### config.mk
export PLATFORM = sky130hd
export DESIGN_NAME = acc_readout
export DESIGN_NICKNAME = d
export VERILOG_FILES = /design/src/rtl/acc_rd_pkg.sv /design/src/rtl/acc_rd_round.sv /design/src/rtl/acc_rd_sat.sv /design/src/rtl/acc_rd_int.sv /design/src/rtl/acc_readout.sv
export SDC_FILE = /design/constraint.sdc
export NUM_CORES = 1
export LEC_CHECK = 0
export BUFFER_PORTS_ARGS = -buffer_cell sky130_fd_sc_hd__buf_2
export CORE_MARGIN = 2
export CORE_UTILIZATION = 39
export DETAILED_ROUTE_END_ITERATION = 12
export PLACE_DENSITY_LB_ADDON = 0.12
export SYNTH_ARGS = -nofsm -noshare
export SYNTH_HDL_FRONTEND = slang
export SYNTH_HIERARCHICAL = 1
export SYNTH_SLANG_ARGS = --single-unit
### constraint.sdc
create_clock -name clk -period 1.03 [get_ports clk]
set_clock_uncertainty 0.05 [all_clocks]
set_input_delay 0.1545 -clock clk [delete_from_list [all_inputs] [get_ports clk]]
set_output_delay 0.1545 -clock clk [all_outputs]
set_load 0.01 [all_outputs]
### src/rtl/acc_rd_pkg.sv
`timescale 1ns/1ps
package acc_rd_pkg;
   typedef enum logic [1:0] {
      RD_FRAC  = 2'b00,
      RD_SINT  = 2'b01,
      RD_UINT  = 2'b10,
      RD_UINT2 = 2'b11
   } rd_mode_e;
endpackage

### src/rtl/acc_rd_round.sv
`timescale 1ns/1ps
// Round-half-to-even of VAL_W bits using a REM_W-bit remainder; carry kept.
module acc_rd_round #(
   parameter int VAL_W = 16,
   parameter int REM_W = 24
) (
   input  logic [VAL_W-1:0] val_i,
   input  logic [REM_W-1:0] rem_i,
   input  logic             round_en_i,
   output logic [VAL_W:0]   val_o
);
   localparam logic [REM_W-1:0] HALF = {1'b1, {(REM_W-1){1'b0}}};

   if (VAL_W < 1 || REM_W < 1) begin : g_bad_width
      $error("acc_rd_round: widths must be positive");
   end

   logic above_half;
   logic at_half;
   logic bump;

   always_comb begin
      above_half = (rem_i > HALF);
      at_half    = (rem_i == HALF);
      bump       = round_en_i && (above_half || (at_half && val_i[0]));
      val_o      = {1'b0, val_i} + {{VAL_W{1'b0}}, bump};
   end
endmodule

### src/rtl/acc_rd_sat.sv
`timescale 1ns/1ps
// Clamp an IN_W-bit unsigned value into OUT_W bits; negative limit variant chosen by parameter.
module acc_rd_sat #(
   parameter int IN_W       = 17,
   parameter int OUT_W      = 16,
   parameter bit NEG_TO_MIN = 1'b1
) (
   input  logic [IN_W-1:0]  val_i,
   input  logic             sat_en_i,
   input  logic             neg_i,
   output logic [OUT_W-1:0] val_o
);
   if (IN_W <= OUT_W) begin : g_bad_width
      $error("acc_rd_sat: IN_W must exceed OUT_W");
   end

   localparam logic [OUT_W-1:0] POS_LIM = {1'b0, {(OUT_W-1){1'b1}}};

   logic [OUT_W-1:0] neg_lim;
   logic             ovf;

   if (NEG_TO_MIN) begin : g_neg_min
      assign neg_lim = {1'b1, {(OUT_W-1){1'b0}}};
   end else begin : g_neg_zero
      assign neg_lim = '0;
   end

   always_comb begin
      ovf = |val_i[IN_W-1:OUT_W];
      if (sat_en_i && ovf) begin
         val_o = neg_i ? neg_lim : POS_LIM;
      end else begin
         val_o = val_i[OUT_W-1:0];
      end
   end
endmodule

### src/rtl/acc_rd_int.sv
`timescale 1ns/1ps
// Integer readout: signed or unsigned clamp of the accumulator into DATA_W bits.
module acc_rd_int #(
   parameter int ACC_W  = 64,
   parameter int DATA_W = 32
) (
   input  logic [ACC_W-1:0]  acc_i,
   input  logic              signed_i,
   output logic [DATA_W-1:0] val_o
);
   if (ACC_W <= DATA_W) begin : g_bad_width
      $error("acc_rd_int: ACC_W must exceed DATA_W");
   end

   localparam logic [DATA_W-1:0] S_MAX = {1'b0, {(DATA_W-1){1'b1}}};
   localparam logic [DATA_W-1:0] S_MIN = {1'b1, {(DATA_W-1){1'b0}}};

   logic [ACC_W-DATA_W:0]   sgn_field;
   logic [ACC_W-DATA_W-1:0] hi_word;
   logic                    s_fits;
   logic                    u_fits;

   always_comb begin
      sgn_field = acc_i[ACC_W-1:DATA_W-1];
      hi_word   = acc_i[ACC_W-1:DATA_W];
      s_fits    = (&sgn_field) || !(|sgn_field);
      u_fits    = !(|hi_word);
      if (signed_i) begin
         val_o = s_fits ? acc_i[DATA_W-1:0] : (acc_i[ACC_W-1] ? S_MIN : S_MAX);
      end else begin
         val_o = u_fits ? acc_i[DATA_W-1:0] : {DATA_W{1'b1}};
      end
   end
endmodule

### src/rtl/acc_readout.sv
`timescale 1ns/1ps
module acc_readout #(
   parameter int ACC_W   = 64,
   parameter int DATA_W  = 32,
   parameter int GUARD_W = 8,
   parameter bit OUT_REG = 1'b1
) (
   input  logic              clk,
   input  logic              rst_n,
   input  logic [ACC_W-1:0]  acc_in,
   input  logic [1:0]        mode,
   input  logic              su,
   input  logic              rt,
   input  logic              omc,
   output logic [DATA_W-1:0] result
);
   import acc_rd_pkg::*;

   localparam int HALF_W   = DATA_W / 2;
   localparam int SU_REM_W = GUARD_W + HALF_W;
   localparam int WIDE_W   = ACC_W - GUARD_W;

   if (DATA_W % 2 != 0) begin : g_bad_data
      $error("acc_readout: DATA_W must be even");
   end
   if (GUARD_W < 1) begin : g_bad_guard
      $error("acc_readout: GUARD_W must be at least 1");
   end
   if (SU_REM_W + HALF_W > ACC_W || WIDE_W <= DATA_W || ACC_W < 2 * DATA_W) begin : g_bad_acc
      $error("acc_readout: ACC_W too narrow for the chosen fields");
   end

   // 16-bit fractional lane: always rounds
   logic [HALF_W:0]   half_rnd;
   logic [HALF_W-1:0] half_val;

   acc_rd_round #(.VAL_W(HALF_W), .REM_W(SU_REM_W)) u_rnd_half (
      .val_i      (acc_in[SU_REM_W +: HALF_W]),
      .rem_i      (acc_in[SU_REM_W-1:0]),
      .round_en_i (1'b1),
      .val_o      (half_rnd)
   );

   acc_rd_sat #(.IN_W(HALF_W + 1), .OUT_W(HALF_W), .NEG_TO_MIN(1'b1)) u_sat_half (
      .val_i    (half_rnd),
      .sat_en_i (omc),
      .neg_i    (acc_in[ACC_W-1]),
      .val_o    (half_val)
   );

   // 32-bit fractional lane: rounds only with rt
   logic [WIDE_W:0]   wide_rnd;
   logic [DATA_W-1:0] wide_val;

   acc_rd_round #(.VAL_W(WIDE_W), .REM_W(GUARD_W)) u_rnd_wide (
      .val_i      (acc_in[ACC_W-1:GUARD_W]),
      .rem_i      (acc_in[GUARD_W-1:0]),
      .round_en_i (rt),
      .val_o      (wide_rnd)
   );

   acc_rd_sat #(.IN_W(WIDE_W + 1), .OUT_W(DATA_W), .NEG_TO_MIN(1'b0)) u_sat_wide (
      .val_i    (wide_rnd),
      .sat_en_i (omc),
      .neg_i    (acc_in[ACC_W-1]),
      .val_o    (wide_val)
   );

   // integer lane
   logic [DATA_W-1:0] int_val;

   acc_rd_int #(.ACC_W(ACC_W), .DATA_W(DATA_W)) u_int (
      .acc_i    (acc_in),
      .signed_i (mode == RD_SINT),
      .val_o    (int_val)
   );

   logic [DATA_W-1:0] sel_val;

   always_comb begin
      unique case (rd_mode_e'(mode))
         RD_FRAC: sel_val = su ? {{(DATA_W-HALF_W){1'b0}}, half_val} : wide_val;
         default: sel_val = int_val;
      endcase
   end

   if (OUT_REG) begin : g_out_reg
      always_ff @(posedge clk or negedge rst_n) begin
         if (!rst_n) begin
            result <= '0;
         end else begin
            result <= sel_val;
         end
      end
   end else begin : g_out_comb
      logic unused_clk_rst;
      assign unused_clk_rst = clk ^ rst_n;
      assign result = sel_val;
   end
endmodule

==> flow_summary.toml, run 1 <==
[run_status]
run_status = "finished with violations"
violations = "negative setup slack"

[clock_network]
cts_tree = "yes"
path_clk_slew_ns = 0.06
root_buffer = "clkbuf_8"
clock_sinks = 32
cts_buffer_depth = 2
cts_buffers = 5
htreeDepth = 2

[worst_setup_path]
worstPathCellList = "buf_8, nor4_4, a21oi_2, ha_2, ha_4, nand3_4, nor2_2, nand4_1, buf_6, buf_4, nor3_2, xor2_1, nor4_1, nand4_1, o311a_4, buf_12, a21o_1, mux2i_2, o21ai_2"
crit_top_cell = "nand4_1"
cp.arrival_ns = 3.21
end_kind = "register"
cp.required_ns = 1.15
path_class = "in2reg"
slowest_delay_ns = 0.43
crit_path_max_fanout = 9
crit_path_top_delay_cell = "o311a_4"
setup.worst_path.start_class = "primary input"

[placement]
io_buffer_count = 102
post-dp-hpwl_um = 13000
dp.cells = 900
dp_slack_ns = -2.60
place.gp.congestion = 1.01

[synth]
synth.distinct_cells = 50
yosysTopAreaCell = "dfrtp_1"
yosysSeqAreaShare_pct = 18.4
yosysMostFrequentCell = "a21o_1"
yosys_register_bits = 32
synth_top_area_share_pct = 18.4
synthTopCellsByCount = "46 x a21o_1, 38 x xnor2_1, 37 x nand2_1"
synth_area_leaders = "dfrtp_1 18%, a21o_1 7.9%, xnor2_1 7.7%, xor2_1 6.2%, o21ai_2 6.0%"
synth_edf_count = 0
syn_avg_cell_area_sq_um = 8.09
syn-cell-area_sq_um = 4350
yosysWarnings = 6
netlist_instances = 537
synth_ff_type = "dfrtp_1"
synthArstFlopShare_pct = 100
syn_nets = 613

[detailed_routing]
route.vias.total = 5129
route.detailed.drc = 0
routed_wl_um = 16800
drt-pass1-iter-count = 7
wl_per_cell_um = 18.3
postRouteAntennaNets = 0
drt-initial-drc-count = 262
via_per_inst = 5.57

[final_layout]
syn_to_final_growth_pct = 53.2
area.sequential_sq_um = 801
fillers = 1004
final_cells = 921
max_flop_register = "result"
nets = 856
diodes = 0
top_regs = "result (32)"
layout-drive-gt1-share_pct = 45.8
largest_register_ffs = 32
multi_input_area_sq_um = 3480
final_core_utilization_pct = 61.4

[global_route]
gr-total-overflow = 0
grt_antenna_before_repair = 0
grt_pass1_vias = 4962
grtUsageTotal_pct = 28.4
grt_pass1_wl_um = 26100
grt_max_degree = 34

[sta]
fin_ws_ns = -2.05
setup_violations = 32
tns_ns = -63.57
fmax_ghz = 0.324
finalMaxSlewViolations = 0
hold_viol = 0
layout_min_cycle_time_ns = 3.08
rsz0062_at_grt = "true"
min_period_over_period_pct = 299

[floorplan]
initial_utilization_pct = 40.1
pin_count = 103
dieWidth_um = 110
die_area_sq_um = 12000
fp-row-count = 38
core_sq_um = 10800
die_h_um = 110

[power]
vdd_drop_max_mv = 0.546
pwr_density_cell_nw_per_um2 = 687
p_leak_uw = 0.00304

[flow_run]
maxCapViolations = 0

[min_path]
hold_class = "in2reg"
kinds of logic (layout without fill, tap and decap cells):
family                     Yosys count  in the layout  synth area share, %
xor gates and xnor gates            69             69                 13.9
and+or+nand+nor                    224            224                 31.0
buffers and inverters               41            285                 6.76
AOI/OAI and AO/OA                  148            148                 24.5
adders and majority gates            5              5                 1.44
muxes                               17             17                 3.94
DFF                                 32             32                 18.4
other                                1              1               0.0863
where the power goes:
part	internal [uW]	total, uW	switching, uW
Clock	716	1240	521
Sequential	1350	1380	25.6
Combinational	956	1960	1000
Total	3030	4570	1550
area by class of cell:
cell class                      instances  area share (%)
Multi-Input combinational cell        464            52.3
Timing Repair Buffer                  267            30.8
Sequential cell                        32            12.0
Tap cell                              140            2.63
Clock buffer                            5            1.03
Clock inverter                          3           0.639
Inverter                               10           0.564
stage by stage:
| stage | power (uW) | cell area (sq um) | hold slack, ns |
|---|---|---|---|
| after global routing | 4840 | 6660 | 0.311 |
| final | 4570 | 6660 | 0.287 |
| after CTS | 4550 | 6510 | 0.282 |
| after detailed placement | 3190 | 6140 | 0.0701 |
| after global placement | 3170 | 6140 | 0.0709 |
| after floorplan | 2210 | 4480 | -0.191 |
path summary, 6_finish.rpt:
kind                       slack [ns]  cells past startpoint  startpoint          to
worst max-delay path            -2.05                     19   acc_in[0]   result[4]
min in group asynchronous        0.30                      3       rst_n   result[4]
worst min-delay path             0.29                      5   acc_in[3]   result[3]
max in group asynchronous        0.46                      3       rst_n  result[20]
layer usage:
metal,track usage [%],vias up,wire length [um]
met1,37.5,2423,7450
met4,9.13,0,391
met3,3.85,33,900
met2,47.8,191,8080
li1,-,2482,-
met5,0,-,0
worst max-delay path: cells and delay by family:
kind | cells | cell delay, ns
simple gates | 7 | 0.93
compound gates | 4 | 0.77
buf+inv | 4 | 0.61
fa+ha+maj | 2 | 0.40
mux | 1 | 0.21
xor+xnor | 1 | 0.14
cell usage in the layout, fill, tap and decap left out, types with 3 or more instances in the layout:
cell type | synthesis | layout
xnor2_1 | 38 | 37
nor2_1 | 19 | 17
buf_6 | 10 | 15
nand4_2 | 3 | 3
and2_1 | 6 | 5
nand2_1 | 37 | 34
nor4_2 | 6 | 9
o21ai_0 | 33 | 32
a21o_1 | 46 | 46
buf_8 | 0 | 4
buf_16 | 0 | 3
nor4_4 | 1 | 4
and3_1 | 6 | 6
buf_12 | 3 | 8
and4_1 | 10 | 10
mux2i_2 | 0 | 5
o21a_1 | 31 | 31
or4_1 | 4 | 4
o21ai_2 | 30 | 30
nand2b_1 | 17 | 17
inv_1 | 10 | 10
nand3_1 | 30 | 28
mux2i_1 | 16 | 11
nor4_1 | 24 | 18
nor3_2 | 0 | 4
xor2_1 | 31 | 31
dfrtp_1 | 32 | 32
nand4_1 | 25 | 25
buf_2 | 7 | 88
buf_4 | 2 | 147
nor3_1 | 18 | 12
clkbuf_8 | 0 | 5
timing repair:
item	CTS	global route
gates cloned	3	1
resized for setup	32	24
setup endpoints to repair	32	46
pin swaps	4	6
hold buffers	1	0
buffers inserted	6	2
endpoints found under the hold margin	32	0
No activity file was read; power rests on OpenSTA's default activity.
==> run 2: changes to the inputs <==
--- a/config.mk
+++ b/config.mk
@@ -5,11 +5,13 @@
 export SDC_FILE = /design/constraint.sdc
 export NUM_CORES = 1
 export LEC_CHECK = 0
-export BUFFER_PORTS_ARGS = -buffer_cell sky130_fd_sc_hd__buf_2
+export BUFFER_PORTS_ARGS = -buffer_cell sky130_fd_sc_hd__clkbuf_2
 export CORE_MARGIN = 2
 export CORE_UTILIZATION = 39
 export DETAILED_ROUTE_END_ITERATION = 12
+export GPL_ROUTABILITY_DRIVEN = 0
 export PLACE_DENSITY_LB_ADDON = 0.12
+export SLEW_MARGIN = 10
 export SYNTH_ARGS = -nofsm -noshare
 export SYNTH_HDL_FRONTEND = slang
 export SYNTH_HIERARCHICAL = 1
==> flow_summary.toml, run 2 (same netlist as run 1, synthesis figures left out) <==
[floorplan]
die_h_um = 110
dieWidth_um = 110
initial_utilization_pct = 40.1
die_area_sq_um = 12000
pin_count = 103
fp-row-count = 38
core_sq_um = 10800

[global_route]
gr-total-overflow = 0
grt_pass1_vias = 5014
grt_max_degree = 34
grt_antenna_before_repair = 0
grt_pass1_wl_um = 25800
grtUsageTotal_pct = 27.5

[final_layout]
diodes = 0
syn_to_final_growth_pct = 54.5
post-route-cell-area_sq_um = 6720
layout-drive-gt1-share_pct = 45.6
final_cells = 923
final_common_cell = "buf_4"
top_regs = "result (32)"
max_flop_register = "result"
fillers = 970
nets = 858
layout_common_cells = "143 x buf_4, 92 x clkbuf_2, 46 x a21o_1"
largest_register_ffs = 32

[detailed_routing]
routed_wl_um = 16400
route.vias.total = 5150
route.detailed.drc = 0
via_per_inst = 5.58
drt-initial-drc-count = 309
wl_per_cell_um = 17.8
drt-pass1-iter-count = 5
postRouteAntennaNets = 0

[clock_network]
cts_tree = "yes"
path_clk_slew_ns = 0.08
cts_buffers = 5
htreeDepth = 2
cts_buffer_depth = 2
root_buffer = "clkbuf_8"
clock_sinks = 32

[placement]
placed_area_sq_um = 6110
post-dp-hpwl_um = 12400
dp_slack_ns = -2.49
io_buffer_count = 102
dp.cells = 895

[sta]
fin_ws_ns = -2.26
tns_ns = -71.45
min_period_over_period_pct = 320
worstMarginPinSlew_ns = 0.535
finalMaxSlewViolations = 0
relSlewSlack_pct = 64.4
hold_viol = 0
setup_violations = 32
fmax_ghz = 0.304
rsz0062_at_grt = "true"
layout_min_cycle_time_ns = 3.29

[power]
vdd_drop_max_mv = 0.581
p_leak_uw = 0.00307
pwr_density_cell_nw_per_um2 = 682

[worst_setup_path]
end_kind = "register"
path_class = "in2reg"
setup.worst_path.start_class = "primary input"
cp.required_ns = 1.16
cp.arrival_ns = 3.43
crit_path_max_fanout = 7

[min_path]
hold_class = "in2reg"

[run_status]
violations = "negative setup slack"
run_status = "finished with violations"

[flow_run]
maxCapViolations = 0
==> run 2: changes by cell type in the layout (fill, tap and decap cells not counted), moves of 4 or more <==
cell,previous run,this run
clkbuf_2,0,92
buf_2,88,0
buf_6,15,11
buf_8,4,8
buf_4,147,143
==> run 2: area by class of cell <==
type                    instances  area [sq um]  share of cell area, %
multi-input cells             464          3500                   52.1
well taps                     140           175                   2.61
clock inverters                 3          42.5                  0.633
repair buffers                269          2090                   31.2
flip-flops and latches         32           801                   11.9
inverters                      10          37.5                  0.559
clock buffers                   5          68.8                   1.02
==> run 2: path summary, 6_finish.rpt <==
kind	from	endpoint	slack, ns	cells after the start
max in group asynchronous	rst_n	result[31]	0.46	3
min in group asynchronous	rst_n	result[7]	0.30	3
setup / recovery	acc_in[4]	result[22]	-2.26	19
hold / removal	acc_in[22]	result[22]	0.28	4
==> run 2: stage by stage <==
step | hold slack, ns | power [uW] | utilization (%)
after CTS | 0.274 | 4520 | 60.5
after global routing | 0.303 | 4840 | 62.0
final | 0.277 | 4580 | 62.0
after detailed placement | 0.0787 | 3180 | 56.4
after global placement | 0.0767 | 3160 | 56.4
after floorplan | -0.191 | 2210 | -
==> run 2: repair_timing <==
item | CTS | global route
cloned | 4 | 2
endpoints found under the setup margin | 32 | 38
hold endpoints to repair | 32 | 0
hold buffers | 1 | 0
setup buffers | 10 | 4
gates resized for setup | 27 | 29
pin swaps | 14 | 8
==> run 2: worst max-delay path, stage by stage <==
cell and delay (ns):
buf_8 0.10, nor4_4 0.35, a21oi_4 0.12, ha_4 0.19, ha_4 0.16, nand3_4 0.07, nor2_4 0.04, nand4_1 0.15
buf_6 0.17, nor4_2 0.05, xor2_1 0.15, nor4_1 0.43, nand4_1 0.25, o311a_4 0.42, buf_12 0.16, clkbuf_16 0.15
a21o_1 0.15, nand2b_1 0.09, o21ai_2 0.05
==> run 2: layer usage <==
layer	wire length, um	vias to the layer above	global-route usage (%)	part of all wire, %
met3	978	30	3.20	6.0
met2	8040	189	47.6	49
met4	418	0	8.32	2.5
met1	6980	2452	35.7	43
li1	-	2479	-	-
met5	0	-	0	0
==> run 2: report_power, final <==
group	leakage (uW)	internal, uW	switching (uW)
Sequential	0.000341	1350	26.4
Clock	0.0000541	716	520
Combinational	0.00268	960	1000
